===== src/rtl/gpio_irq_pkg.sv =====
package gpio_irq_pkg;

  typedef enum logic [2:0] {
    RS_PINEN  = 3'd0,
    RS_TYPELO = 3'd1,
    RS_TYPEHI = 3'd2,
    RS_MASK   = 3'd3,
    RS_POST   = 3'd4,
    RS_SWEN   = 3'd5
  } reg_sel_e;

  typedef enum logic [1:0] {
    EV_OFF  = 2'b00,
    EV_FALL = 2'b01,
    EV_RISE = 2'b10,
    EV_CFR  = 2'b11
  } ev_mode_e;

  // Raw event of one pin for a given type, before enable and analog gating.
  function automatic logic pin_event(input logic [1:0] mode, input logic cur,
                                     input logic prev, input logic snap);
    logic r;
    case (mode)
      EV_FALL: r = prev & ~cur;
      EV_RISE: r = ~prev & cur;
      EV_CFR:  r = cur ^ snap;
      default: r = 1'b0;
    endcase
    return r;
  endfunction

  // Next value of the posted bit. A hardware event always wins.
  function automatic logic post_next(input logic cur, input logic hw_evt,
                                     input logic wr_hit, input logic swen,
                                     input logic wbit);
    logic r;
    if (hw_evt)       r = 1'b1;
    else if (!wr_hit) r = cur;
    else if (swen)    r = cur | wbit;
    else              r = cur & wbit;
    return r;
  endfunction

endpackage


===== src/rtl/gpio_irq_cfg.sv =====
module gpio_irq_cfg
  import gpio_irq_pkg::*;
#(
  parameter int NPIN     = 8,
  parameter int DW       = 8,
  parameter int MASK_BIT = 5,
  parameter int SWEN_BIT = 7
) (
  input  logic            clk,
  input  logic            rst_n,
  input  logic            wr_en,
  input  logic [2:0]      wr_sel,
  input  logic [DW-1:0]   wr_data,
  output logic [NPIN-1:0] en_q,
  output logic [NPIN-1:0] tlo_q,
  output logic [NPIN-1:0] thi_q,
  output logic            mask_q,
  output logic            swen_q
);

  always_ff @(posedge clk or negedge rst_n) begin
    if (!rst_n) begin
      en_q   <= '0;
      tlo_q  <= '0;
      thi_q  <= '0;
      mask_q <= 1'b0;
      swen_q <= 1'b0;
    end else if (wr_en) begin
      case (wr_sel)
        RS_PINEN:  en_q   <= wr_data[NPIN-1:0];
        RS_TYPELO: tlo_q  <= wr_data[NPIN-1:0];
        RS_TYPEHI: thi_q  <= wr_data[NPIN-1:0];
        RS_MASK:   mask_q <= wr_data[MASK_BIT];
        RS_SWEN:   swen_q <= wr_data[SWEN_BIT];
        default:   ;
      endcase
    end
  end

endmodule


===== src/rtl/gpio_irq_detect.sv =====
module gpio_irq_detect
  import gpio_irq_pkg::*;
#(
  parameter int NPIN = 8
) (
  input  logic            clk,
  input  logic            rst_n,
  input  logic [NPIN-1:0] pin_i,
  input  logic            rd_stb,
  input  logic [NPIN-1:0] analog_i,
  input  logic [NPIN-1:0] en_q,
  input  logic [NPIN-1:0] tlo_q,
  input  logic [NPIN-1:0] thi_q,
  output logic [NPIN-1:0] evt_vec
);

  for (genvar g = 0; g < NPIN; g++) begin : g_pin
    logic prev_q;
    logic snap_q;

    always_ff @(posedge clk or negedge rst_n) begin
      if (!rst_n) begin
        prev_q <= 1'b0;
        snap_q <= 1'b0;
      end else begin
        prev_q <= pin_i[g];
        if (rd_stb) snap_q <= pin_i[g];
      end
    end

    assign evt_vec[g] = en_q[g] & ~analog_i[g] &
                        pin_event({thi_q[g], tlo_q[g]}, pin_i[g], prev_q, snap_q);
  end

endmodule


===== src/rtl/gpio_irq_post.sv =====
module gpio_irq_post
  import gpio_irq_pkg::*;
(
  input  logic clk,
  input  logic rst_n,
  input  logic any_evt,
  input  logic wr_hit,
  input  logic swen_q,
  input  logic wbit,
  output logic posted_q
);

  always_ff @(posedge clk or negedge rst_n) begin
    if (!rst_n) posted_q <= 1'b0;
    else        posted_q <= post_next(posted_q, any_evt, wr_hit, swen_q, wbit);
  end

endmodule


===== src/rtl/gpio_irq_ctrl.sv =====
module gpio_irq_ctrl
  import gpio_irq_pkg::*;
#(
  parameter int NPIN     = 8,
  parameter int DW       = 8,
  parameter int MASK_BIT = 5,
  parameter int POST_BIT = 5,
  parameter int SWEN_BIT = 7
) (
  input  logic            clk,
  input  logic            rst_n,
  input  logic [NPIN-1:0] pin_i,
  input  logic            rd_stb,
  input  logic [NPIN-1:0] analog_i,
  input  logic            wr_en,
  input  logic [2:0]      wr_sel,
  input  logic [DW-1:0]   wr_data,
  output logic            irq_o
);

  logic [NPIN-1:0] en_q, tlo_q, thi_q;
  logic            mask_q, swen_q;
  logic [NPIN-1:0] evt_vec;
  logic            any_evt;
  logic            wr_hit;
  logic            wbit;
  logic            posted_q;

  gpio_irq_cfg #(.NPIN(NPIN), .DW(DW), .MASK_BIT(MASK_BIT), .SWEN_BIT(SWEN_BIT)) u_cfg (
    .clk(clk), .rst_n(rst_n), .wr_en(wr_en), .wr_sel(wr_sel), .wr_data(wr_data),
    .en_q(en_q), .tlo_q(tlo_q), .thi_q(thi_q), .mask_q(mask_q), .swen_q(swen_q)
  );

  gpio_irq_detect #(.NPIN(NPIN)) u_det (
    .clk(clk), .rst_n(rst_n), .pin_i(pin_i), .rd_stb(rd_stb), .analog_i(analog_i),
    .en_q(en_q), .tlo_q(tlo_q), .thi_q(thi_q), .evt_vec(evt_vec)
  );

  assign any_evt = |evt_vec;
  assign wr_hit  = wr_en && (wr_sel == RS_POST);
  assign wbit    = wr_data[POST_BIT];

  gpio_irq_post u_post (
    .clk(clk), .rst_n(rst_n), .any_evt(any_evt), .wr_hit(wr_hit),
    .swen_q(swen_q), .wbit(wbit), .posted_q(posted_q)
  );

  assign irq_o = posted_q & mask_q;

endmodule


===== config.mk =====
export PLATFORM = sky130hd
export DESIGN_NAME = gpio_irq_ctrl
export DESIGN_NICKNAME = d
export VERILOG_FILES = /design/src/rtl/gpio_irq_pkg.sv /design/src/rtl/gpio_irq_cfg.sv /design/src/rtl/gpio_irq_detect.sv /design/src/rtl/gpio_irq_post.sv /design/src/rtl/gpio_irq_ctrl.sv
export SDC_FILE = /design/constraint.sdc
export NUM_CORES = 1
export LEC_CHECK = 0
export ABC_AREA = 1
export BUFFER_PORTS_ARGS = -buffer_cell sky130_fd_sc_hd__buf_2
export CORE_MARGIN = 10
export CORE_UTILIZATION = 42
export DETAILED_ROUTE_END_ITERATION = 16
export GPL_TIMING_DRIVEN = 1
export HOLD_SLACK_MARGIN = 0.15
export PLACE_DENSITY = 0.7
export SLEW_MARGIN = 40
export SYNTH_ARGS = -nofsm -noshare
export SYNTH_HDL_FRONTEND = slang
export SYNTH_SLANG_ARGS = --single-unit
export TNS_END_PERCENT = 20

===== constraint.sdc =====
create_clock -name clk -period 1.51 [get_ports clk]
set_clock_uncertainty 0.2 [all_clocks]
set_input_delay 0.302 -clock clk [delete_from_list [all_inputs] [get_ports clk]]
set_output_delay 0.302 -clock clk [all_outputs]
set_load 0.03 [all_outputs]

# ---- Word level (Yosys, flattened, before mapping)
# Cells that the tools add are included.
dict set report word_totals {
  out_inout_bits 1
  regBits 43
  wordCells 138
}
dict set report op_classes {
  n_eq_ne 29
  muxes 11
  bitwise 67
  n_reduce_logical 9
}
# operator count
set ops {}
lappend ops {{$and 1x1->1} 34}
lappend ops {{$eq 2x2->1 const B} 16}
lappend ops {{$not 1->1} 24}
lappend ops {{$pmux 1 s3} 8}
lappend ops {{$eq 2x1->1 const B} 8}
lappend ops {{$reduce_and 2->1} 5}
lappend ops {{$reduce_or 8->1} 1}
lappend ops {{$xor 1x1->1} 8}
lappend ops {{$eq 3x2->1 const B} 2}
lappend ops {{$eq 3x3->1 const B} 2}
lappend ops {{$eq 3x1->1 const B} 1}
lappend ops {{$logic_not 3->1} 1}
lappend ops {{$mux 1} 3}
lappend ops {{$reduce_bool 2->1} 1}
lappend ops {{$logic_and 1x1->1} 1}
lappend ops {{$or 1x1->1} 1}

# ---- Longest topological paths before layout
# Gate-level depths: netlist (run 1).
dict set report logic_depth {
  word_depth 6
  ltp_mapped 9
}

# ---- Cells and area by module
# Synthesis (run 1) repeated with hierarchy kept, for this count alone.
dict set report hier_totals {
  cells_unflattened 310
  hier_area_um2 2219.6
}
# mod cells_per_inst n_inst area_each_um2
set modules_own_cells {}
lappend modules_own_cells {gpio_irq_cfg 124 1 1107.3}
lappend modules_own_cells {gpio_irq_detect 157 1 974.7}
lappend modules_own_cells {gpio_irq_ctrl 19 1 72.6}
lappend modules_own_cells {gpio_irq_post 10 1 65.1}

# ---- Worst setup path before layout (run 1)
# Ideal clock, no wire load.
dict set report synth_path {
  path_kind {input-to-reg}
  startpoint {in wr_en}
  endpoint {reg u_cfg.thi_q[5]}
  arrival_time_ns 0.889
  setup_time_ns 0.121
  required_time_ns 1.189
  slack_ns 0.300
  path_buffers 1
  path_stages 6
  cell_sequence {inv_1 -> nor2_4 -> nand3_4 -> buf_6 -> nand2_1 -> o21ai_2}
}
dict set report synth_between {
  elab_chain_cells 1
}
# element line_no
set synth_lines {}
lappend synth_lines {{start: declaration} gpio_irq_ctrl.sv:15} ;# input logic wr_en,
lappend synth_lines {{$reduce_and 2->1 (no line)} --}
lappend synth_lines {{end signal: assignment} gpio_irq_cfg.sv:32} ;# RS_TYPEHI: thi_q <= wr_data[NPIN-1:0];
lappend synth_lines {{end: declaration} gpio_irq_cfg.sv:16} ;# output logic [NPIN-1:0] thi_q,
# Every way passes these cells.
# A chain may end at the register's enable or synchronous reset.

# ---- Worst setup path after layout (run 1)
dict set report layout_path {
  startpoint {reg u_cfg.mask_q}
  endpoint {out irq_o}
}
dict set report layout_between {
  elab_chain_cells 1
}
# element line_no
set layout_lines {}
lappend layout_lines {{start: declaration} gpio_irq_cfg.sv:17} ;# output logic mask_q,
lappend layout_lines {{start signal: assignment} gpio_irq_cfg.sv:33} ;# RS_MASK: mask_q <= wr_data[MASK_BIT];
lappend layout_lines {{$and 1x1->1} gpio_irq_ctrl.sv:48} ;# assign irq_o = posted_q & mask_q;
lappend layout_lines {{end: declaration} gpio_irq_ctrl.sv:18} ;# output logic irq_o
# Every way passes these cells.

==> results.json, run 1 <==
{
  "status": "finished, final reports clean",
  "p_sw_share_pct": 29.1,
  "synth_edf_count": 0,
  "fp.dieH_um": 91.3,
  "reg2reg_to": "u_post.posted_q",
  "peakVddDrop_v": 0.000652,
  "clock_path_buffers": 2,
  "synth_area_um2": 2130,
  "met3_usage_pct": 3.54,
  "r2r_slack_ps": 250,
  "dr_total_vias": 1692,
  "synthArstFlopShare_pct": 100,
  "cts_tree": "yes",
  "wl_um": 4150,
  "p_int_mw": 1.90,
  "setup_viol": 0,
  "yosysMostFrequentCell": "nand2_1",
  "clock-root-buffer": "clkbuf_8",
  "min_period_ps": 1450,
  "clk_pin_slew_ps": 80,
  "slew_headroom_pct": 74.2,
  "period_share_pct": 96.3,
  "use_met1_pct": 12.0,
  "crit_path_start": "u_cfg.mask_q",
  "layoutNonFillerInstCount": 367,
  "final_nets": 330,
  "fillers": 463,
  "met2_usage_pct": 18.1,
  "max_cap_violations": 0,
  "synth_common_cells": "nand2_1 (65), dfrtp_1 (43), inv_1 (36)",
  "pwr-share-clk_pct": 25.6,
  "io_buffers": 31,
  "fin_setup_tns_ps": 0,
  "num_antenna_cells": 0,
  "ys_seq_elements": 43,
  "ys.flop_type": "dfrtp_1",
  "synth_top_cell_area_share_pct": 50.4,
  "clock_latency_ps": 290,
  "start_kind": "flip-flop",
  "grt_usage_pct": 10.6,
  "placed_cells": 344,
  "syn_avg_cell_area_um2": 8.57,
  "yosys_warnings": 0,
  "finalHoldWorstSlack_ps": 157,
  "cp.depth": 3,
  "die_x_um": 91.3,
  "p_comb_share_pct": 20.6,
  "post-route-drc-count": 0,
  "hold_viol_final": 0,
  "p_per_area_nw_per_um2": 1030,
  "p_sw_mw": 0.782,
  "hpwl_um": 3030,
  "drt_iter0_drc": 47,
  "dieArea_um2": 8330,
  "cts_sinks": 43,
  "rsz0062_at_grt": "no",
  "core_area_um2": 4820,
  "initial_core_util_pct": 44.3,
  "cp.required_ps": 1010,
  "first_global_vias": 1741,
  "critPathCapture": "irq_o",
  "critPathTopFamily": "flip-flops",
  "ys_seq_area_share_pct": 50.4,
  "synth_top_area_cell": "dfrtp_1",
  "critical_path_buf_inv_count": 2,
  "top_usage_layer": "met2",
  "grt_pass1_wl_um": 7400,
  "max_stage_delay_ps": 380,
  "path_cells": "nand2_1 -> inv_1 -> buf_6",
  "htree_num_levels": 2,
  "min_path_type": "in -> reg",
  "p_seq_share_pct": 53.8,
  "vias_per_cell": 4.61,
  "dr.pass1.iters": 4,
  "finalCoreUtilization_pct": 54.1,
  "worst_pin_slew_ps": 385,
  "postCtsSetupBuffers": 0,
  "globalRoute.totalOverflow": 0,
  "power.static_leakage_nw": 1.34,
  "area_growth_pct": 22.1,
  "antenna_left": 0,
  "synth_area_leaders": "dfrtp_1 (50%), nand2_1 (11%), o21ai_2 (8.6%)",
  "syn-num-nets": 280,
  "io_pins": 32,
  "grt_start_max_net_pins": 44,
  "fmax_mhz": 688,
  "avgRoutedWirePerCell_um": 11.3,
  "crit_path_end_kind": "output port",
  "cp.arrival_ps": 950,
  "rows": 25,
  "drv_slew": 0,
  "r2r_start": "u_det.g_pin[3].prev_q",
  "crit_slowest_cell": "dfrtp_1",
  "crit_fanout": 2,
  "rr_worst_depth": 7,
  "ys_types": 25,
  "syn_inst": 249,
  "place_congestion": 0.741,
  "layout-drive-gt1-share_pct": 23.7,
  "antenna_found_initial": 0,
  "worst-setup-path-type": "reg -> out",
  "numCtsBuffers": 5
}
## routing by layer
metal	wire, um	part of all wire (%)
met3	218	5.3
met1	1880	45
met2	2010	49
met5	0	0
met4	40	0.96
## final cells by class
class	instances	area (um2)	share of cell area [%]
clock inverter	1	5.00	0.192
inverter	41	154	5.91
timing repair buffer	47	349	13.4
clock buffer	7	76.3	2.93
tap	67	83.8	3.22
multi-input combinational	161	861	33.0
sequential	43	1080	41.3
## cell usage in the layout, fill, tap and decap left out, drive strengths merged
master        netlist  final
nand2              69     69
dfrtp              43     43
inv                40     41
o21ai              32     32
buf                 4     29
nor2               23     23
dlygate4sd3         0     17
nand3              17     17
clkbuf              0      7
a21oi               6      6
o21bai              5      5
mux2                4      4
nand4               2      2
o21a                2      2
a31oi               1      1
clkinv              1      1
dlymetal6s4s        0      1
## power groups by stage
stage               registers [mW]  clock network [mW]  logic, mW
global placement              1.46                   0      0.504
detailed placement            1.46                   0      0.519
CTS                           1.44               0.714      0.554
floorplan                     1.43                   0      0.384
finish                        1.44               0.687      0.554
global route                  1.47               0.766      0.643
## worst register-to-register path, cell delays in order, from the launching register on
cell and delay (ps):
dfrtp_1 360, inv_1 60, nor2_1 40, o21a_1 150, nand2_1 70, nand2_1 70, nor2_1 120, nand3_1 70
## state kept, by name, indices dropped and copies added (netlist names)
| signal | count |
|---|---|
| u_cfg.en_q | 8 |
| u_cfg.thi_q | 8 |
| u_cfg.tlo_q | 8 |
| u_det.g_pin.prev_q | 8 |
| u_det.g_pin.snap_q | 8 |
| u_cfg.mask_q | 1 |
| u_cfg.swen_q | 1 |
| u_post.posted_q | 1 |
## worst min-delay path by stage
stage	startpoint	endpoint	cells after the start
6_report	wr_data[7]	u_cfg.thi_q[7]	3
5_1_grt	wr_data[7]	u_cfg.thi_q[7]	3
4_1_cts	wr_data[7]	u_cfg.tlo_q[7]	3
3_5_place_dp	rst_n	u_cfg.en_q[2]	2
3_3_place_gp	rst_n	u_det.g_pin[2].prev_q	2
2_1_floorplan	rst_n	u_cfg.en_q[0]	0
## cell families after synthesis
group                  share of synthesized area (%)
buffers and inverters                           9.21
AND/OR/NAND/NOR                                 22.9
flip-flops                                      50.4
AO/OA/AOI/OAI                                   15.4
multiplexers                                    2.11
## per-stage QoR
step	total power, mW	area [um2]	worst slack [ps]
finish	2.68	2610	55.6
global route	2.87	2610	12.1
global placement	1.96	2350	93.4
CTS	2.71	2600	16.8
detailed placement	1.98	2350	56.1
floorplan	1.81	2130	300
## repair_timing
item / 4_1_cts / 5_1_grt
endpoints found under the setup margin: 0 / 2
endpoints found under the hold margin: 79 / 1
gates resized for setup: 0 / 5
hold buffers: 17 / 1
(Power assumes the default switching activity.)
==> run 2: changes to the inputs <==
ABC_AREA = 0   (was 1)
CORE_UTILIZATION = 40   (was 42)
PLACE_DENSITY = 0.68   (was 0.7)
==> run 2 against run 1 <==
The run now ends with negative setup slack left. Flip-flop and latch count is the same. Final area rose by 1.5%. Synthesized cell count is 39% lower. Global-route usage grew 0.32 points.
==> results.json, run 2 <==
{
  "drv_slew": 0,
  "wl_met1_um": 1930,
  "final-seq-area_um2": 1080,
  "fillers": 401,
  "avgRoutedWirePerCell_um": 14.6,
  "fp.dieH_um": 90.0,
  "syn_inst": 152,
  "final_common_cell": "dfrtp_1",
  "cts_sinks": 43,
  "critPathTopFamily": "simple AND/OR/NAND/NOR gates",
  "clock_path_buffers": 2,
  "layout-drive-gt1-share_pct": 45.5,
  "area_growth_pct": 34.8,
  "ys_types": 35,
  "synth_area_um2": 1960,
  "peakVddDrop_v": 0.000364,
  "rsz0062_at_grt": "yes",
  "hpwl_um": 3090,
  "wl_met2_um": 2050,
  "crit_fanout": 4,
  "cp.arrival_ps": 1950,
  "place_congestion": 0.765,
  "dr.pass1.iters": 4,
  "crit_slowest_cell": "or4_1",
  "setup_slack_ps": -474,
  "grt_pass1_wl_um": 7260,
  "final_nets": 256,
  "antenna_found_initial": 0,
  "synth_edf_count": 0,
  "core_area_um2": 4720,
  "status": "finished, violations left",
  "io_buffers": 31,
  "ys_seq_area_share_pct": 54.9,
  "start_kind": "flip-flop",
  "synth_area_leaders": "dfrtp_1 (55%), mux2_2 (19%), mux2i_1 (2.0%)",
  "worst_pin_slew_ps": 315,
  "hold_viol_final": 0,
  "yosys_warnings": 0,
  "clock_latency_ps": 290,
  "dpl_cell_area_um2": 2380,
  "power.total_mw": 2.78,
  "synth_top_cell_area_share_pct": 54.9,
  "cp.required_ps": 1480,
  "synth_common_cells": "dfrtp_1 (43), mux2_2 (33), nand2_1 (9)",
  "initial_core_util_pct": 41.5,
  "grt_usage_pct": 10.9,
  "rows": 25,
  "globalRoute.totalOverflow": 0,
  "synth_top_area_cell": "dfrtp_1",
  "multiInputGateArea_um2": 897,
  "p_per_area_nw_per_um2": 1050,
  "first_global_vias": 1530,
  "syn-num-nets": 183,
  "critPathMostFrequentCell": "or4_1",
  "dieArea_um2": 8100,
  "max_cap_violations": 0,
  "worst-setup-path-type": "reg -> reg",
  "final_cell_mix": "dfrtp_1 (43), buf_2 (30), mux2_2 (29)",
  "slew_headroom_pct": 78.8,
  "path_cells": "nor2b_1 -> a32oi_1 -> nor4b_1 -> or4_1 -> or4_1",
  "wl_um": 4260,
  "fmax_mhz": 504,
  "crit_path_end_kind": "flip-flop",
  "route.met3.wl_um": 215,
  "min_period_ps": 1980,
  "post-route-drc-count": 0,
  "cts_tree": "yes",
  "syn_avg_cell_area_um2": 12.9,
  "antenna_left": 0,
  "yosysMostFrequentCell": "dfrtp_1",
  "dr_total_vias": 1415,
  "ys_seq_elements": 43,
  "clock-root-buffer": "clkbuf_8",
  "numCtsBuffers": 5,
  "period_share_pct": 131,
  "die_x_um": 90.0,
  "setup_viol": 1,
  "htree_num_levels": 2,
  "critical_path_buf_inv_count": 0,
  "num_antenna_cells": 0,
  "drt_iter0_drc": 44,
  "ys.flop_type": "dfrtp_1",
  "postLayoutCellArea_um2": 2640,
  "min_path_type": "in -> reg",
  "clk_pin_slew_ps": 70,
  "max_stage_delay_ps": 490,
  "synthArstFlopShare_pct": 100,
  "grt_start_max_net_pins": 44,
  "violations": "negative setup slack",
  "power.static_leakage_nw": 1.18,
  "vias_per_cell": 4.86,
  "top_layer": "met4",
  "io_pins": 32
}
## run 2: cell types whose count changed after synthesis, sizes merged, moves of 4 or more
cell,previous run,this run
buf,4,0
nor3,0,6
nor2,23,4
nand2,69,9
nor2b,0,6
mux2i,0,4
nand3,17,3
nand2b,0,4
o21bai,5,0
o21ai,32,3
mux2,4,36
inv,40,4
## run 2: final cells by class
class,count,area share (%)
Sequential cell,43,40.7
Multi-Input combinational cell,102,33.9
Timing Repair Buffer,69,18.9
Tap cell,67,3.17
Clock buffer,6,2.74
Inverter,4,0.568
## run 2: logic make-up (layout without fill, tap and decap cells)
group	Yosys count	after routing	synth area share (%)
muxes	40	40	22.7
DFF	43	43	54.9
buffers and inverters	7	79	1.34
AOI/OAI and AO/OA	17	17	6.32
and+or+nand+nor	45	45	14.7
## run 2: worst min-delay path, cell delays in order
cell and delay [ps]:
buf_2 90, buf_4 120, mux2_2 140
## run 2: repair_timing
item / in CTS / in global routing
resized for setup: 3 / 1
endpoints found under the hold margin: 77 / 0
buffers inserted: 1 / 1
pin swaps: 3 / 1
endpoints found under the setup margin: 2 / 2
hold buffers: 16 / 0
gates cloned: 0 / 0
## run 2: stage by stage
stage          utilization (%)  hold WS [ps]  instances  setup slack [ps]  setup TNS [ps]
2_1_floorplan                -          -194        152              -394           -1770
3_3_place_gp              50.4          96.5        267              -473           -3670
3_5_place_dp              50.4          94.9        267              -523           -4260
4_1_cts                   55.7           183        290              -492            -492
5_1_grt                   56.0           192        291              -588            -606
6_report                  56.0           193        291              -474            -474
## run 2: final timing paths
| kind | from | end | slack [ps] | depth (start not counted) |
|---|---|---|---|---|
| setup reg to reg | u_cfg.tlo_q[2] | u_post.posted_q | -470 | 5 |
| max in group asynchronous | rst_n | u_det.g_pin[4].prev_q | 600 | 3 |
| hold / removal | wr_data[5] | u_cfg.thi_q[5] | 190 | 3 |
| min in group asynchronous | rst_n | u_det.g_pin[0].prev_q | 300 | 3 |
| setup / recovery | u_cfg.tlo_q[2] | u_post.posted_q | -470 | 5 |
| hold reg to reg | u_cfg.en_q[6] | u_cfg.en_q[6] | 300 | 1 |
## run 2: per-layer routing
layer / global-route usage (%) / up-vias
met3: 3.33 / 6
met1: 13.6 / 679
met2: 16.9 / 32
met5: 0 / -
met4: 5.17 / 0
li1: - / 698
## run 2: power by group
group,switching [mW],total (mW),internal (mW)
sequential,0.136,1.48,1.34
clock,0.350,0.658,0.308
combinational,0.237,0.649,0.412
==> run 3: changes to the inputs <==
--- a/constraint.sdc
+++ b/constraint.sdc
@@ -3,3 +3,3 @@
 set_input_delay 0.302 -clock clk [delete_from_list [all_inputs] [get_ports clk]]
 set_output_delay 0.302 -clock clk [all_outputs]
-set_load 0.03 [all_outputs]
+set_load 0.05 [all_outputs]
==> run 3 against run 2 <==
The flow still finishes with violations (negative setup slack). Register-to-register slack barely moved. Largest power group unchanged. Via count is 1.2% lower. Critical endpoint unchanged. Largest cell class unchanged. Die area stayed put. Combinational power increased by 2%. Maximum frequency barely moved. Routed wire length fell by 0.23%. Core utilization unchanged. Flip-flop and latch count unchanged. Total power up 0.42%.
==> results.json, run 3 (synthesis results as in run 2) <==
{
  "crit_slowest_cell": "or4_1",
  "start_kind": "flip-flop",
  "cp.required_ps": 1480,
  "hold_viol_final": 0,
  "holdPathEnd": "u_cfg.thi_q[5]",
  "final_nets": 256,
  "setup_slack_ps": -472,
  "reg2reg_to": "u_post.posted_q",
  "io_pins": 32,
  "r2r_start": "u_cfg.tlo_q[2]",
  "hold_path_startpoint": "wr_data[5]",
  "wl_um": 4250,
  "final-seq-area_um2": 1080,
  "layout-drive-gt1-share_pct": 45.5,
  "htree_num_levels": 2,
  "max_stage_delay_ps": 490,
  "final_cell_mix": "dfrtp_1 (43), buf_2 (30), mux2_2 (29)",
  "drt_iter0_drc": 54,
  "grt_start_max_net_pins": 44,
  "min_period_ps": 1980,
  "initial_core_util_pct": 41.5,
  "worst_pin_slew_ps": 315,
  "grt_usage_pct": 10.9,
  "clk_pin_slew_ps": 70,
  "worst-setup-path-type": "reg -> reg",
  "crit_path_end_kind": "flip-flop",
  "core_area_um2": 4720,
  "dr_total_vias": 1398,
  "clock-root-buffer": "clkbuf_8",
  "p_comb_share_pct": 23.6,
  "dieArea_um2": 8100,
  "p_sw_mw": 0.735,
  "hpwl_um": 3090,
  "p_seq_share_pct": 52.8,
  "fmax_mhz": 505,
  "period_share_pct": 131,
  "wl_met2_um": 2030,
  "numCtsBuffers": 5,
  "grt_pass1_wl_um": 7260,
  "globalRoute.totalOverflow": 0,
  "slew_headroom_pct": 78.8,
  "io_buffers": 31,
  "postLayoutCellArea_um2": 2640,
  "first_global_vias": 1530,
  "clock_latency_ps": 290,
  "dr.pass1.iters": 4,
  "num_antenna_cells": 0,
  "violations": "negative setup slack",
  "avgRoutedWirePerCell_um": 14.6,
  "rsz0062_at_grt": "yes",
  "power.total_mw": 2.80,
  "power.static_leakage_nw": 1.18,
  "antenna_left": 0,
  "antenna_found_initial": 0,
  "final_common_cell": "dfrtp_1",
  "route.met3.wl_um": 183,
  "pwr-share-clk_pct": 23.6,
  "r2r_slack_ps": -470,
  "crit_fanout": 4,
  "p_int_mw": 2.06,
  "cts_tree": "yes",
  "place_congestion": 0.765,
  "setup_viol": 2,
  "area_growth_pct": 34.8,
  "multiInputGateArea_um2": 897,
  "min_path_type": "in -> reg",
  "hold_depth": 3,
  "fillers": 401,
  "p_sw_share_pct": 26.3,
  "post-route-drc-count": 0,
  "wl_met1_um": 1960,
  "rr_worst_depth": 5,
  "peakVddDrop_v": 0.000366,
  "p_per_area_nw_per_um2": 1060,
  "critPathMostFrequentCell": "or4_1",
  "rows": 25,
  "status": "finished, violations left",
  "cp.arrival_ps": 1950,
  "dpl_cell_area_um2": 2380,
  "top_layer": "met4",
  "vias_per_cell": 4.80,
  "path_cells": "nor2b_1 -> a32oi_1 -> nor4b_1 -> or4_1 -> or4_1",
  "clock_path_buffers": 2,
  "drv_slew": 0,
  "max_cap_violations": 0,
  "die_x_um": 90.0,
  "cts_sinks": 43,
  "fp.dieH_um": 90.0
}
## run 3: cell counts in the layout (fill, tap and decap cells not counted)
Identical to the previous run, type by type.
## run 3: critical path: cells and delay by family, from the launching register on
| family | cells | cell delay, ps |
|---|---|---|
| and+or+nand+nor | 4 | 1090 |
| AOI/OAI and AO/OA | 1 | 160 |
| DFF | 1 | 410 |
## run 3: power groups by stage
stage / combinational [mW] / clock [mW] / sequential [mW]
5_1_grt: 0.721 / 0.729 / 1.51
4_1_cts: 0.655 / 0.681 / 1.47
3_5_place_dp: 0.595 / 0 / 1.50
6_report: 0.660 / 0.659 / 1.48
2_1_floorplan: 0.391 / 0 / 1.46
3_3_place_gp: 0.578 / 0 / 1.49
## run 3: how the worst max path moves through the flow
stage / from / slack (ps) / depth (start not counted) / to
6_report: u_cfg.tlo_q[2] / -470 / 5 / u_post.posted_q
5_1_grt: u_cfg.tlo_q[2] / -590 / 5 / u_post.posted_q
4_1_cts: u_cfg.tlo_q[2] / -490 / 5 / u_post.posted_q
3_5_place_dp: pin_i[1] / -520 / 6 / u_post.posted_q
3_3_place_gp: pin_i[1] / -470 / 6 / u_post.posted_q
2_1_floorplan: u_det.g_pin[2].snap_q / -390 / 5 / u_post.posted_q
## run 3: cell type report
| type | count | share of cell area, % |
|---|---|---|
| Multi-Input combinational cell | 102 | 33.9 |
| Timing Repair Buffer | 69 | 18.9 |
| Sequential cell | 43 | 40.7 |
| Tap cell | 67 | 3.17 |
| Clock buffer | 6 | 2.74 |
| Inverter | 4 | 0.568 |
## run 3: routing by layer
layer / vias to the layer above / GRT usage [%]
met3: 6 / 3.33
met5: - / 0
li1: 698 / -
met4: 0 / 5.17
met1: 671 / 13.6
met2: 23 / 16.9
## run 3: timing repair
action,in CTS,in global routing
buffers inserted,1,1
endpoints found under the setup margin,2,2
endpoints found under the hold margin,77,0
gates resized for setup,3,1
pin swaps,3,1
hold buffers,16,0
## run 3: per-stage QoR
stage               hold slack (ps)  instances  setup TNS, ps  setup slack (ps)  util, %
floorplan                      -194        152          -1770              -394        -
global placement               96.5        267          -3670              -473     50.4
detailed placement             94.9        267          -4260              -523     50.4
CTS                             183        290           -504              -492     55.7
global route                    192        291           -621              -588     56.0
finish                          192        291           -479              -472     56.0
